`config.mk`:
```
export PLATFORM = sky130hd
export DESIGN_NAME = gpr_pair_file
export DESIGN_NICKNAME = d
export VERILOG_FILES = /design/src/rtl/gpr_pair_file.sv
export SDC_FILE = /design/constraint.sdc
export NUM_CORES = 1
export LEC_CHECK = 0
export BUFFER_PORTS_ARGS = -buffer_cell sky130_fd_sc_hd__buf_2
export CORE_MARGIN = 1.5
export CORE_UTILIZATION = 62
export DETAILED_ROUTE_END_ITERATION = 12
export GPL_TIMING_DRIVEN = 1
export PLACE_DENSITY_LB_ADDON = 0.12
export SYNTH_ARGS = -nofsm -noshare
export SYNTH_HDL_FRONTEND = slang
export SYNTH_SLANG_ARGS = --single-unit
```
`constraint.sdc`:
```
create_clock -name clk -period 2.2 [get_ports clk]
set_input_delay 0 -clock clk [delete_from_list [all_inputs] [get_ports clk]]
set_output_delay 0 -clock clk [all_outputs]
set_load 0.02 [all_outputs]
```
`src/rtl/gpr_pair_file.sv`:
```
module gpr_pair_file #(
  parameter int DW   = 8,
  parameter int NREG = 16
) (
  input  logic          clk,
  input  logic          rst_n,
  input  logic [DW-1:0] bus_in,
  input  logic          wa_ld,
  input  logic          ra_ld,
  input  logic          wr_stb,
  input  logic          rd_en,
  input  logic          pair_inc,
  output logic [DW-1:0] bus_out,
  output logic          bus_oe
);
  localparam int AW = $clog2(NREG);

  logic [DW-1:0] mem [NREG];
  logic [AW-1:0] waddr, raddr;

  always_ff @(posedge clk or negedge rst_n) begin
    if (!rst_n)                 waddr <= '0;
    else if (wa_ld)             waddr <= bus_in[AW-1:0];
    else if (wr_stb && pair_inc) waddr <= waddr + AW'(1);
  end

  always_ff @(posedge clk or negedge rst_n) begin
    if (!rst_n)                 raddr <= '0;
    else if (ra_ld)             raddr <= bus_in[AW-1:0];
    else if (rd_en && pair_inc) raddr <= raddr + AW'(1);
  end

  always_ff @(posedge clk) begin
    if (wr_stb) mem[waddr] <= bus_in;
  end

  assign bus_oe  = rd_en;
  assign bus_out = rd_en ? mem[raddr] : '0;

  AST_WLATCH_LOAD: assert property (@(posedge clk) disable iff (!rst_n)
    wa_ld |=> waddr == $past(bus_in[AW-1:0]));
  AST_RLATCH_LOAD: assert property (@(posedge clk) disable iff (!rst_n)
    ra_ld |=> raddr == $past(bus_in[AW-1:0]));
  AST_WR_LANDS: assert property (@(posedge clk) disable iff (!rst_n)
    wr_stb |=> mem[$past(waddr)] == $past(bus_in));
  AST_WR_STEP: assert property (@(posedge clk) disable iff (!rst_n)
    (wr_stb && pair_inc && !wa_ld) |=> waddr == $past(waddr) + AW'(1));
  AST_RD_STEP: assert property (@(posedge clk) disable iff (!rst_n)
    (rd_en && pair_inc && !ra_ld) |=> raddr == $past(raddr) + AW'(1));
  AST_WLATCH_HOLD: assert property (@(posedge clk) disable iff (!rst_n)
    (!wa_ld && !(wr_stb && pair_inc)) |=> $stable(waddr));
  AST_RLATCH_HOLD: assert property (@(posedge clk) disable iff (!rst_n)
    (!ra_ld && !(rd_en && pair_inc)) |=> $stable(raddr));
endmodule

```
== Word-level counts from Yosys, hierarchy flattened ==
Memory sizes are Yosys's and may differ from the RTL's.
Cells that the tools add are included.

* Reductions and logical operators: 4
* Add/sub/neg operators: 2
* Mux-type cells: 7

{| class="wikitable"
|+ Operators with widths
! cell !! count
|-
| $mux 4 || 4
|-
| $add 4x1->4 const B || 2
|-
| $mux 8 || 1
|-
| $reduce_bool 2->1 || 2
|-
| $logic_and 1x1->1 || 2
|-
| $mux 1 || 2
|}

* Output and inout bits: 9
* Input port bits: 15
* Word-level logic and storage cells: 16
* RAM bits: 128
* Memories: 1
* Flip-flop bits (word level): 8

{| class="wikitable"
|+ Memory list
! name !! words !! width !! rd ports !! clocked after Yosys merged registers in !! write ports !! line !! source
|-
| mem || 16 || 8 || 1 || 0 || 1 || 18 || <nowiki>logic [DW-1:0] mem [NREG];</nowiki>
|}

== Depth between registers and ports, before layout ==
* Depth in word-level cells: 3
* Gate-level depth with buffers: 7
* Gate-level depth less buffers: 4

== Worst setup path after synthesis ==
Ideal clock, no wire load.

* Kind: reg2out
* From: reg raddr[0]
* To: out bus_out[3]
* Data required time: 2.200 ns
* Data arrival time: 1.589 ns
* Setup slack: 0.611 ns
* Path buffers: 2
* Cell stages (with the launch flop): 6
* Path through: dfrtp_1 > buf_6 > buf_12 > mux2i_1 > a22o_1 > o31ai_1

* Cells in the longest elaborated chain, start to end: 2

{| class="wikitable"
|+ RTL lines
! element !! line !! source
|-
| start: declaration || 19 || <nowiki>logic [AW-1:0] waddr, raddr;</nowiki>
|-
| start signal: assignment || 29 || <nowiki>else if (ra_ld) raddr <= bus_in[AW-1:0];</nowiki>
|-
| start signal: assignment || 30 || <nowiki>else if (rd_en && pair_inc) raddr <= raddr + AW'(1);</nowiki>
|-
| $mem_v2 16x8 || -- ||
|-
| $mux 8 || 38 || <nowiki>assign bus_out = rd_en ? mem[raddr] : '0;</nowiki>
|-
| end: declaration || 13 || <nowiki>output logic [DW-1:0] bus_out,</nowiki>
|}

No other way between the ends.

== Final worst setup path ==
* From: reg raddr[0]
* To: out bus_out[6]

The elaborated chain is that of the path after synthesis.

==> key figures <==
Timing
  – Final hold vios: 0
  – Final setup vio count: 0
  – Tcrit/Tclk final: 99.8%
  – RSZ-0062 raised after global routing: true
  – F_max: 456 MHz
  – Fin. max-slew vios: 0
  – Setup_tns: 0 ns
  – Tightest Pin Transition: 0.628 ns
  – Period minus WS final: ~2.2 ns
  – Max-slew headroom: 57.9%
  – Clk_skew: 0.00773 ns

Logic synthesis
  – Mapped Area: between 5000 and 6000 um2
  – Seq cells post-synth: 136
  – Cell taking the most area after synthesis: edfxtp_1
  – Top cell type's share of synthesized area: 68.6%
  – Share of synthesized registers carrying an async set or reset: between 5 and 6%
  – Register area share after synthesis: 72.2%
  – Most frequent cell after synthesis: edfxtp_1
  – EDFF count, synth: 128
  – Dominant cells by area after synthesis: edfxtp_1, mux2i_1, dfrtp_1
  – Warnings from Yosys: 0
  – Mapped Cells: roughly 320
  – Unique masters post-synth: 32
  – Main flop type after synthesis: edfxtp_1
  – Synth top cells by count: edfxtp_1, mux2i_1, a22oi_1
  – Syn nets: 344
  – Post-synthesis area per instance: approximately 17 um2

Worst setup path
  – Reg-to-reg endpoint: raddr[3]
  – Reg-to-reg setup timing slack: ~0.18 ns
  – R2R Path Start: raddr[1]
  – Crit path max fanout: 8
  – Type of destination of the critical path: primary output
  – CP required: 2.20 ns
  – Crit Path Class: flop to primary output
  – CP Launch Type: flop
  – Reg2Reg Depth: 6
  – Critical Path AT: around 2.2 ns

Power and ir drop
  – Switching share of power: 22.6%
  – PwrDens: 960 nW/um2
  – Leak: approximately 2.5 nW
  – Pint: 5.12 mW
  – Switch Pwr: 1.49 mW
  – Logic pwr share: 12.3%
  – Clock share of power: 43.1%
  – Flop pwr share: between 40 and 50%
  – Peak VDD IR: between 0.0006 and 0.0007 V

Clock network
  – Root buf cell: clkbuf_8
  – H-tree depth: 4
  – Clock-pin slew on the worst setup and hold paths: 0.06 ns
  – Latest clock arrival within the worst-skew pair: 0.52 ns
  – Clock buffer depth: 2
  – CTS tree: done
  – CTS Buf Count: 17
  – Number of clock sinks: 136

Floorplan
  – Die area: 9610 um2
  – Die Wd: 98.1 um
  – Initial Utilization: 64.2%
  – Row count: 34
  – Core Area: 8720 um2
  – I/O pins: 24
  – Die Y: 98.1 um

Placed design
  – Placer Congestion: 0.859
  – Port Buffers: 23
  – Dpl cell area: 5840 um2
  – Hpwl dp: 7140 um

Worst hold path
  – Hold WC Path Type: input port to flop
  – Worst Hold Launch: wr_stb
  – Hold Crit Depth: 5
  – Hold Crit Endpoint: waddr[3]

Detailed routing
  – DRT Wirelength: ~12000 um
  – Vias/cell: slightly above 6
  – Residual DRC count: 0
  – Vias post-DR: 3131
  – Detailed Route Iter0 Violations: 361
  – Drt pass-1 iters: 5
  – Avg WL per Cell: 23.0 um
  – Post-route ant nets: 0

Global route
  – Via count of the first global-routing pass: between 3000 and 4000
  – Global-route wire length before repair: 17700 um
  – Gr ovfl total: 0
  – Largest net degree at the start of global routing: 19
  – Antenna violations before repair: 0
  – Total global-route track usage: 25.8%

Status
  – Run status: complete, no violations

Final layout
  – Nets@finish: 413
  – Antenna cells: 0
  – Share of cells above drive strength 1: 24.1%
  – Core Util, Final: 78.9%
  – Fin area: between 6000 and 7000 um2
  – Area growth syn-to-layout: 22.9%
  – Fillers: 453

Run
  – MaxCap Viol Count: 0
[state kept, by name, indices dropped and copies added, names as in the netlist]
signal	count
raddr	4
mem	128
waddr	4
[layout make-up]
cell class	count	area (um2)	share of cell area, %
inverter	2	7.51	0.109
multi-input combinational	172	1480	21.5
tap	108	135	1.96
clock inverter	14	180	2.62
timing repair buffer	64	617	8.96
clock buffer	18	418	6.07
sequential	136	4050	58.8
[routing by layer]
layer  share of wire, %  global-route usage, %  vias up  wire length, um
li1                   -                      -     1408                -
met1                 42                   36.2     1568             4930
met2                 50                   41.4      138             5970
met3                6.6                   5.44       17              785
met4                1.4                   8.02        0              162
met5                  0                      0        -                0
[per-stage QoR]
| step | worst slack [ns] | power [mW] | instances | hold slack, ns |
|---|---|---|---|---|
| floorplan | 0.611 | 3.42 | 324 | -0.296 |
| global placement | 0.332 | 3.61 | 454 | -0.145 |
| detailed placement | 0.327 | 3.62 | 454 | -0.136 |
| CTS | -0.0255 | 6.53 | 510 | 0.123 |
| global route | -0.0517 | 6.78 | 514 | 0.199 |
| finish | 0.00496 | 6.61 | 514 | 0.163 |
[power groups by stage]
| stage | Combinational, mW | Sequential (mW) | Clock (mW) |
|---|---|---|---|
| finish | 0.811 | 2.95 | 2.85 |
| global route | 0.859 | 2.95 | 2.97 |
| CTS | 0.727 | 2.95 | 2.86 |
| detailed placement | 0.621 | 3.00 | 0 |
| global placement | 0.614 | 3.00 | 0 |
| floorplan | 0.427 | 2.99 | 0 |
[worst max-delay path: stages (launching register included)]
cell and delay [ns]:
dfrtp_2 0.43, buf_8 0.16, buf_12 0.15, mux4_2 0.50, o211ai_1 0.18, nand2_1 0.11, buf_6 0.14
[what timing repair did]
action | in CTS | in global routing
setup endpoints to repair | 8 | 8
pin swaps | 4 | 10
setup buffers | 4 | 2
gates cloned | 1 | 2
hold endpoints to repair | 144 | 0
resized for setup | 23 | 21
hold buffers | 19 | 0
[kinds of logic after synthesis]
group / share of synthesized area [%]
compound gates: 4.62
xor+xnor: 0.938
fa+ha+maj: 1.12
buf+inv: 2.39
flops: 72.2
mux: 12.9
simple gates: 5.87
[worst max path at each step]
stage               startpoint         end  slack (ns)  cells after the start
finish                raddr[0]  bus_out[6]       0.005                      6
global route          raddr[0]  bus_out[6]       -0.05                      6
CTS                   raddr[0]  bus_out[4]       -0.03                      8
detailed placement    raddr[0]  bus_out[4]        0.33                      8
global placement      raddr[0]  bus_out[4]        0.33                      8
floorplan             raddr[0]  bus_out[3]        0.61                      5
[cell usage in the layout, fill, tap and decap left out, types with 6 or more instances in the layout]
master and count:
a22oi_1 19, and2_1 16, buf_2 15, buf_4 16, buf_6 7, clkbuf_16 18
dfrtp_1 7, dlygate4sd3_1 19, edfxtp_1 128, mux2i_1 43, nand2_1 20, nand2b_1 6
nand3_1 10, o21ai_0 7
Note: power is estimated with default switching activity, not from simulation.
